<file path="config.mk">
export PLATFORM = sky130hd
export DESIGN_NAME = ovl_mapper
export DESIGN_NICKNAME = d
export VERILOG_FILES = /design/src/rtl/ovl_pkg.sv /design/src/rtl/ovl_ctl_reg.sv /design/src/rtl/ovl_decode.sv /design/src/rtl/ovl_host_fsm.sv /design/src/rtl/ovl_mapper.sv
export SDC_FILE = /design/constraint.sdc
export NUM_CORES = 1
export LEC_CHECK = 0
export ABC_AREA = 1
export BUFFER_PORTS_ARGS = -buffer_cell sky130_fd_sc_hd__buf_2
export CAP_MARGIN = 20
export CELL_PAD_IN_SITES_DETAIL_PLACEMENT = 1
export CELL_PAD_IN_SITES_GLOBAL_PLACEMENT = 1
export CORE_MARGIN = 10
export CORE_UTILIZATION = 36
export CTS_CLUSTER_DIAMETER = 80
export DETAILED_ROUTE_END_ITERATION = 10
export PLACE_DENSITY = 0.85
export SYNTH_ARGS = -nofsm -noshare
export SYNTH_HDL_FRONTEND = slang
export SYNTH_SLANG_ARGS = --single-unit
</file>
<file path="constraint.sdc">
create_clock -name clk -period 5.3 [get_ports clk]
set_input_delay 0.265 -clock clk [delete_from_list [all_inputs] [get_ports clk]]
set_output_delay 0.265 -clock clk [all_outputs]
set_load 0.02 [all_outputs]
</file>
<file path="src/rtl/ovl_pkg.sv">
package ovl_pkg;

  typedef struct packed {
    logic [4:0] mir_kb;
    logic       mir_en;
    logic       half;
    logic       en;
  } ovl_ctl_t;

  typedef enum logic {
    ST_IDLE = 1'b0,
    ST_HOST = 1'b1
  } host_st_t;

  function automatic logic [5:0] clamp_kb(input logic [4:0] kb, input int unsigned max_kb);
    logic [5:0] r;
    r = (32'(kb) > max_kb) ? 6'(max_kb) : {1'b0, kb};
    return r;
  endfunction

endpackage

</file>
<file path="src/rtl/ovl_ctl_reg.sv">
module ovl_ctl_reg
  import ovl_pkg::*;
(
  input  logic       clk,
  input  logic       rst_n,
  input  logic       load,
  input  logic [7:0] wdata,
  output ovl_ctl_t   ctl
);

  ovl_ctl_t ctl_d;

  always_comb begin
    ctl_d = ctl;
    if (load) ctl_d = ovl_ctl_t'(wdata);
  end

  always_ff @(posedge clk or negedge rst_n) begin
    if (!rst_n) ctl <= '0;
    else        ctl <= ctl_d;
  end

endmodule

</file>
<file path="src/rtl/ovl_decode.sv">
module ovl_decode
  import ovl_pkg::*;
#(
  parameter int unsigned PAGE_W        = 6,
  parameter int unsigned OVL_KB        = 32,
  parameter int unsigned MIRROR_MAX_KB = 20
) (
  input  logic [PAGE_W-1:0] page,
  input  logic              we,
  input  ovl_ctl_t          ctl,
  output logic              in_ovl,
  output logic              need_host
);

  localparam int unsigned KW = PAGE_W + 1;

  logic [KW-1:0] top_kb;
  logic [KW-1:0] mir_kb;
  logic [KW-1:0] low_kb;
  logic          mirrored;

  always_comb begin
    top_kb    = ctl.half ? KW'(OVL_KB / 2) : KW'(OVL_KB);
    mir_kb    = KW'(clamp_kb(ctl.mir_kb, MIRROR_MAX_KB));
    low_kb    = (top_kb > mir_kb) ? (top_kb - mir_kb) : '0;
    in_ovl    = ctl.en && ({1'b0, page} < top_kb);
    mirrored  = ctl.mir_en && we && in_ovl && ({1'b0, page} >= low_kb);
    need_host = !in_ovl || mirrored;
  end

endmodule

</file>
<file path="src/rtl/ovl_host_fsm.sv">
module ovl_host_fsm
  import ovl_pkg::*;
#(
  parameter int unsigned ADDR_W = 16
) (
  input  logic              clk,
  input  logic              rst_n,
  input  logic              start,
  input  logic [ADDR_W-1:0] addr,
  input  logic              we,
  input  logic              ack,
  output logic              busy,
  output logic              stall_busy,
  output logic [ADDR_W-1:0] h_addr,
  output logic              h_we
);

  host_st_t          st_q, st_d;
  logic [ADDR_W-1:0] addr_q;
  logic              we_q;
  logic              cap_en;

  always_comb begin
    st_d   = st_q;
    cap_en = 1'b0;
    unique case (st_q)
      ST_IDLE: if (start) begin
        st_d   = ST_HOST;
        cap_en = 1'b1;
      end
      ST_HOST: if (ack) st_d = ST_IDLE;
      default: st_d = ST_IDLE;
    endcase
  end

  always_ff @(posedge clk or negedge rst_n) begin
    if (!rst_n) begin
      st_q   <= ST_IDLE;
      addr_q <= '0;
      we_q   <= 1'b0;
    end else begin
      st_q <= st_d;
      if (cap_en) begin
        addr_q <= addr;
        we_q   <= we;
      end
    end
  end

  assign busy       = (st_q == ST_HOST);
  assign stall_busy = busy && !ack;
  assign h_addr     = addr_q;
  assign h_we       = we_q;

endmodule

</file>
<file path="src/rtl/ovl_mapper.sv">
module ovl_mapper
  import ovl_pkg::*;
#(
  parameter int unsigned ADDR_W        = 16,
  parameter int unsigned FAST_AW       = 17,
  parameter int unsigned OVL_KB        = 32,
  parameter int unsigned MIRROR_MAX_KB = 20
) (
  input  logic               clk,
  input  logic               rst_n,
  input  logic [ADDR_W-1:0]  cpu_addr,
  input  logic               cpu_we,
  input  logic               cpu_req,
  input  logic               ctl_load,
  input  logic [7:0]         ctl_wdata,
  input  logic               host_ack,
  output logic               fast_sel,
  output logic               fast_we,
  output logic [FAST_AW-1:0] fast_addr,
  output logic               host_req,
  output logic               host_we,
  output logic [ADDR_W-1:0]  host_addr,
  output logic               cpu_stall
);

  localparam int unsigned KB_SH  = 10;
  localparam int unsigned PAGE_W = ADDR_W - KB_SH;

  logic     rst_s1, rst_sn;
  ovl_ctl_t ctl;
  logic     in_ovl, need_host, busy, stall_busy, start;

  always_ff @(posedge clk or negedge rst_n) begin
    if (!rst_n) begin
      rst_s1 <= 1'b0;
      rst_sn <= 1'b0;
    end else begin
      rst_s1 <= 1'b1;
      rst_sn <= rst_s1;
    end
  end

  ovl_ctl_reg u_ctl (
    .clk(clk), .rst_n(rst_sn), .load(ctl_load), .wdata(ctl_wdata), .ctl(ctl)
  );

  ovl_decode #(.PAGE_W(PAGE_W), .OVL_KB(OVL_KB), .MIRROR_MAX_KB(MIRROR_MAX_KB)) u_dec (
    .page(cpu_addr[ADDR_W-1:KB_SH]), .we(cpu_we), .ctl(ctl),
    .in_ovl(in_ovl), .need_host(need_host)
  );

  assign start = cpu_req && need_host && !busy;

  ovl_host_fsm #(.ADDR_W(ADDR_W)) u_fsm (
    .clk(clk), .rst_n(rst_sn), .start(start), .addr(cpu_addr), .we(cpu_we),
    .ack(host_ack), .busy(busy), .stall_busy(stall_busy),
    .h_addr(host_addr), .h_we(host_we)
  );

  assign fast_sel  = cpu_req && in_ovl && !busy;
  assign fast_we   = fast_sel && cpu_we;
  assign host_req  = busy;
  assign cpu_stall = start || stall_busy;

  generate
    if (FAST_AW > ADDR_W) begin : g_zext
      assign fast_addr = {{(FAST_AW - ADDR_W){1'b0}}, cpu_addr};
    end else begin : g_trunc
      assign fast_addr = cpu_addr[FAST_AW-1:0];
    end
  endgenerate

endmodule

</file>
==> flow_summary.toml, run 1 <==
[drt]
antenna_violating_nets_post_route = 0
average_vias_per_placed_instance = 4.75
route.final.wire_length_microns = 4500
post_route_drc = 0
drt-wirelength-per-cell_microns = 15.5
dr_total_vias = 1377
detail_route.first_pass.iterations = 4
initialDrtViolationCount = 67

[global_routing]
grt_busiest_layer = "met2"
grtUsageMet2 = 0.219
global_route.usage.met3 = 0.0291
met1_usage = 0.131
global_route_wire_length_before_repair_microns = 7340
grt_antenna_before_repair = 0
groute.usage.overall = 0.120
grt.overflow.total = 0
grt_pass1_vias = 1511
grt_max_degree = 27

[floorplanning]
core.rowCount = 24
die_area_sq_um = 7500
floorplan.initialDensity = 0.369
pin_count = 68
design.core.area_sq_um = 4320
dieHeight_microns = 86.6
die_width_microns = 86.6

[finish]
area_growth_pct = 21.6
fillers = 541
layout_commonest_cell = "sky130_fd_sc_hd__buf_2"
ratio_of_cells_with_drive_above_1_in_the_final_layout = 0.349
antenna_cells = 0
highest_count_cells_in_the_layout_ignoring_fill_and_taps = "sky130_fd_sc_hd__buf_2, sky130_fd_sc_hd__nand2_1, sky130_fd_sc_hd__dfrtp_1"
final_net_count = 279
stdcell_area_sq_um = 1940

[placement]
postPlaceCellArea_sq_um = 1830
dp_hpwl_microns = 3680
port-buffer-count = 66
finalWeightedCongestion = 0.800

[sta]
final.setup.tns_ns = 0
fin_worst_hold_slack_ns = 0.176
slew_violations = 0
slew_headroom = 0.604
final.period_utilization = 0.683
clock.fmax_mhz = 276
setup_viol = 0
hold_viol_final = 0
final_period_minus_worst_setup_slack_ns = 3.62
timing_worst_slew_pin_value_ns = 0.591
unrepaired_setup_endpoints_after_global_routing = "false"
finalClockSkew_ns = 0.00363

[cts]
cts-root-buf = "sky130_fd_sc_hd__clkbuf_8"
tritoncts = "built"
clk_pin_slew_worst_paths_ns = 0.10
tritoncts_num_sinks = 28
clk-insertion-delay-late_ns = 0.28
cts_made_buffers = 3
buffer_levels_on_the_longest_clock_path = 2
htreeDepth = 1

[critical_path]
crit_type = "reg -> out"
critical_path.startpoint_type = "flip-flop"
worstPathArrival_ns = 3.35
timing.critical_path.fanout_max = 18
endpoint_kind_of_the_worst_setup_timing_path = "output port"
cp.required_ns = 5.04

[power]
leakage_power_summed_over_all_cells_nw = 1.11
powerDensity_nw_per_um2 = 384
max-vdd-ir-drop_uv = 135
final_total_pwr_w = 0.000745

[synthesis]
synth_fp_nets = 227
ys_ff_latch = 28
postSynthAreaPerCell_sq_um = 8.54
synth_area_sq_um = 1600
postSynthCellCount = 187
ys.warnings.count = 0
synth_seq_area_share = 0.439
synthDistinctLibCells = 25

[run]
timing.max_cap.violations = 0

[status]
status = "finished, final reports clean"

[hold_path]
worst_hold_path_type = "in -> reg"
[path summary, 6_finish.rpt]
kind	start	slack, ns	cells after the start	end
worst min-delay path	host_ack	0.18	2	u_fsm.busy
min in group asynchronous	rst_sn	0.19	0	u_fsm.h_addr[1]
worst max register to register	u_ctl.ctl[3]	2.30	23	u_fsm.h_addr[2]
worst min register to register	rst_sn	0.19	0	u_fsm.h_addr[1]
worst max-delay path	u_ctl.ctl[3]	1.68	23	cpu_stall
max in group asynchronous	rst_sn	4.67	1	u_fsm.h_addr[12]
[logic make-up (layout without fill, tap and decap cells)]
family          count (synthesis)  after routing  share of synthesized area
xor+xnor                        1              1                    0.00549
buf+inv                        36             87                      0.137
fa+ha+maj                      10             10                     0.0784
mux                             4              4                     0.0282
compound gates                 14             14                     0.0462
simple gates                   92             92                      0.261
other cells                     2              2                    0.00470
flops                          28             28                      0.439
[power by group]
group | total, W | internal, W | switching (W) | leakage [nW]
clock network | 0.000171 | 0.000101 | 0.0000698 | 0.0357
logic | 0.000279 | 0.0000961 | 0.000183 | 0.730
registers | 0.000295 | 0.000264 | 0.0000310 | 0.341
total | 0.000745 | 0.000461 | 0.000284 | 1.11
[cell usage after synthesis, drive strengths merged]
library cell  count  area [sq um]
and3              1          6.26
nor2              7          31.3
mux2              4          45.0
buf              19           155
a21oi             5          28.8
xnor2             1          8.76
nand4             1          6.26
o21ai             9          45.0
nand3b            1          7.51
dfrtp            28           701
conb              2          7.51
ha               10           125
nand3            19           100
nand2            62           259
nor4              1          6.26
inv              14          52.6
clkbuf            3          11.3
[per-layer routing]
metal,part of all wire,vias up
li1,-,680
met1,0.40,656
met2,0.53,35
met3,0.055,6
met4,0.016,0
met5,0,-
[worst max-delay path, cell delays in order, from the launching register on]
cell	delay (ns)
sky130_fd_sc_hd__dfrtp_1	0.41
sky130_fd_sc_hd__nor2_1	0.17
sky130_fd_sc_hd__o21ai_0	0.10
sky130_fd_sc_hd__nand2_1	0.11
sky130_fd_sc_hd__nand2_1	0.07
sky130_fd_sc_hd__ha_1	0.23
sky130_fd_sc_hd__nand4_1	0.15
sky130_fd_sc_hd__nand2_1	0.07
sky130_fd_sc_hd__nand2_1	0.11
sky130_fd_sc_hd__inv_1	0.09
sky130_fd_sc_hd__a21oi_1	0.11
sky130_fd_sc_hd__o21ai_0	0.10
sky130_fd_sc_hd__ha_1	0.28
sky130_fd_sc_hd__nand2_1	0.05
sky130_fd_sc_hd__nand2_1	0.05
sky130_fd_sc_hd__nand2_1	0.04
sky130_fd_sc_hd__nand2_1	0.06
sky130_fd_sc_hd__nand2_1	0.05
sky130_fd_sc_hd__nand2_1	0.06
sky130_fd_sc_hd__nand3_2	0.08
sky130_fd_sc_hd__nand2_4	0.21
sky130_fd_sc_hd__nand2_8	0.14
sky130_fd_sc_hd__o21ai_1	0.13
sky130_fd_sc_hd__buf_2	0.20
[metrics by stage]
step / std cells / utilization / worst slack [ns]
final: 290 / 0.449 / 1.68
after global routing: 290 / 0.449 / 1.23
after global placement: 284 / 0.424 / 2.11
after detailed placement: 284 / 0.424 / 1.99
after CTS: 289 / 0.443 / 1.65
after floorplan: 187 / - / 2.35
[sequential cells by signal, indices dropped and copies added (netlist names)]
signal / cells
u_fsm.h_addr: 16
u_ctl.ctl: 8
rst_s1: 1
rst_sn: 1
u_fsm.busy: 1
u_fsm.h_we: 1
[area by class of cell]
cell class	count	area, sq um	area share
clock buffer	3	41.3	0.0213
timing repair buffer	69	375	0.193
sequential	28	701	0.361
inverter	14	52.6	0.0271
tap	52	65.1	0.0335
multi-input combinational	123	677	0.349
clock inverter	1	30.0	0.0155
[timing repair]
item | CTS | global route
buffers inserted | 0 | 0
gates resized for setup | 0 | 0
hold buffers | 1 | 0
endpoints found under the hold margin | 2 | 0
No activity file was read; power rests on OpenSTA's default activity.
==> inputs of run 2 (changes only) <==
--- a/config.mk
+++ b/config.mk
@@ -11,10 +11,10 @@
 export CELL_PAD_IN_SITES_DETAIL_PLACEMENT = 1
 export CELL_PAD_IN_SITES_GLOBAL_PLACEMENT = 1
 export CORE_MARGIN = 10
-export CORE_UTILIZATION = 36
+export CORE_UTILIZATION = 34
 export CTS_CLUSTER_DIAMETER = 80
 export DETAILED_ROUTE_END_ITERATION = 10
-export PLACE_DENSITY = 0.85
+export PLACE_DENSITY = 0.81
 export SYNTH_ARGS = -nofsm -noshare
 export SYNTH_HDL_FRONTEND = slang
 export SYNTH_SLANG_ARGS = --single-unit
==> constraint.sdc (replaced) <==
create_clock -name clk -period 3.5 [get_ports clk]
set_input_delay 0.175 -clock clk [delete_from_list [all_inputs] [get_ports clk]]
set_output_delay 0.175 -clock clk [all_outputs]
set_load 0.02 [all_outputs]
==> run 2 against run 1 <==
  * Total power is 53% higher
  * Non-clock buffer count rose by 2
  * Clock skew increased by 0.0045 ns
  * Largest power group unchanged
  * Clock power is 51% higher
  * Hold slack lost 0.11 ns
  * Sequential cell count is the same
  * Critical path type unchanged
  * Design area up 1.9%
  * Critical path depth unchanged
==> flow_summary.toml, run 2 (synthesized netlist as in run 1, its figures left out) <==
[placement]
port-buffer-count = 66
postPlaceCellArea_sq_um = 1830
dp_hpwl_microns = 3550
finalWeightedCongestion = 0.769

[sta]
hold_viol_final = 0
finalClockSkew_ns = 0.00811
final.setup.tns_ns = 0
slew_violations = 0
final.period_utilization = 0.917
slew_headroom = 0.642
setup_viol = 0
timing_worst_slew_pin_value_ns = 0.535
clock.fmax_mhz = 311
final_period_minus_worst_setup_slack_ns = 3.21

[drt]
average_vias_per_placed_instance = 4.72
initialDrtViolationCount = 50
post_route_drc = 0
antenna_violating_nets_post_route = 0
drt-wirelength-per-cell_microns = 15.1
detail_route.first_pass.iterations = 3
dr_total_vias = 1378
route.final.wire_length_microns = 4420

[floorplanning]
floorplan.initialDensity = 0.359
dieHeight_microns = 88.5
die_area_sq_um = 7840
pin_count = 68
design.core.area_sq_um = 4440
die_width_microns = 88.5
core.rowCount = 24

[finish]
layout_commonest_cell = "sky130_fd_sc_hd__buf_2"
area_growth_pct = 24.0
postLayoutCoreUtil = 0.445
highest_count_cells_in_the_layout_ignoring_fill_and_taps = "sky130_fd_sc_hd__buf_2, sky130_fd_sc_hd__nand2_1, sky130_fd_sc_hd__dfrtp_1"
multiInputGateArea_sq_um = 697
antenna_cells = 0
largest_reg_flops = 16
sequential_cell_area_sq_um = 701
fillers = 572
ratio_of_cells_with_drive_above_1_in_the_final_layout = 0.379
final_net_count = 281
stdcell_area_sq_um = 1980

[critical_path]
critical-path-slowest-cell = "sky130_fd_sc_hd__dfrtp_1"
cp.required_ns = 3.32
critical-path-top-cell-by-count = "sky130_fd_sc_hd__nand2_1"
critical_path.startpoint_type = "flip-flop"
timing.critical_path.slowest_cell_delay_ns = 0.41
worst-r2r-cell-count = 23
endpoint_kind_of_the_worst_setup_timing_path = "output port"
worstPathArrival_ns = 3.04
crit_chain = "nor2_2, o21ai_1, nand2_1, nand2_1, ha_2, nand4_1, nand2_1, nand2_2, inv_2, a21oi_1, o21ai_0, ha_1, nand2_1, nand2_1, nand2_1, nand2_1, nand2_1, nand2_1, nand3_2, nand2_8, nand2_8, o21ai_2, buf_4"
crit_type = "reg -> out"
timing.critical_path.fanout_max = 18

[power]
internal_power_w = 0.000707
comb_power_share = 0.381
netSwitchingPower_w = 0.000429
powerDensity_nw_per_um2 = 574
clkPwrFrac = 0.227
final_total_pwr_w = 0.00114
seq_power_share = 0.392
leakage_power_summed_over_all_cells_nw = 1.11
max-vdd-ir-drop_uv = 406
p_sw_frac = 0.378

[cts]
cts_made_buffers = 3
htreeDepth = 1
clk_pin_slew_worst_paths_ns = 0.10
tritoncts_num_sinks = 28
clk-insertion-delay-late_ns = 0.29
cts-root-buf = "sky130_fd_sc_hd__clkbuf_8"
buffer_levels_on_the_longest_clock_path = 2
tritoncts = "built"

[global_routing]
grt_antenna_before_repair = 0
groute.usage.overall = 0.115
global_route_wire_length_before_repair_microns = 7130
grt_max_degree = 27
grt_pass1_vias = 1483
grt.overflow.total = 0

[status]
status = "finished, final reports clean"

[run]
timing.max_cap.violations = 0

[hold_path]
worstHoldPathCells = 2
worst_hold_path_type = "in -> reg"
## run 2: path summary, 6_finish.rpt
path / start / endpoint / slack, ns
min in group asynchronous: rst_n / rst_sn / 0.20
max in group asynchronous: rst_sn / u_fsm.h_addr[1] / 2.85
max reg2reg: u_ctl.ctl[4] / u_fsm.h_addr[1] / 0.64
min: host_ack / u_fsm.busy / 0.07
min reg2reg: rst_sn / u_fsm.h_addr[2] / 0.21
max: u_ctl.ctl[4] / cpu_stall / 0.29
## run 2: layout make-up
cell class | instances | area share
repair buffers | 71 | 0.198
flip-flops and latches | 28 | 0.354
clock buffers | 3 | 0.0209
inverters | 14 | 0.0265
clock inverters | 1 | 0.0152
multi-input cells | 123 | 0.352
well taps | 52 | 0.0329
## run 2: worst max-delay path, delay by kind of cell, from the launching register on
kind	cells	cell delay, ns
compound gates	4	0.37
simple gates	15	1.29
fa+ha+maj	2	0.47
flops	1	0.41
buf+inv	2	0.21
## run 2: layer usage
layer	track usage	up-vias	part of all wire
met3	0.0386	6	0.070
li1	-	681	-
met1	0.120	659	0.38
met4	0.0499	0	0.015
met2	0.206	32	0.54
met5	0	-	0
## run 2: power by group through the flow
stage / registers [W] / logic [W] / clock network, W
6_report: 0.000445 / 0.000433 / 0.000258
5_1_grt: 0.000457 / 0.000488 / 0.000282
4_1_cts: 0.000449 / 0.000429 / 0.000264
3_5_place_dp: 0.000455 / 0.000421 / 0
3_3_place_gp: 0.000454 / 0.000406 / 0
2_1_floorplan: 0.000534 / 0.000204 / 0
## run 2: stage by stage
step | std cells | hold WS, ns | setup slack [ns]
global route | 292 | 0.0581 | -0.0165
global placement | 284 | -0.0402 | 0.411
CTS | 290 | 0.0691 | 0.0685
detailed placement | 284 | -0.0380 | 0.277
floorplan | 187 | -0.121 | 0.640
finish | 292 | 0.0660 | 0.290
## run 2: repair_timing
action	in CTS	in global routing
setup endpoints to repair	1	1
gates resized for setup	1	8
gates cloned	0	0
setup buffers	1	1
hold buffers	1	0
endpoints found under the hold margin	2	0
pin swaps	0	3
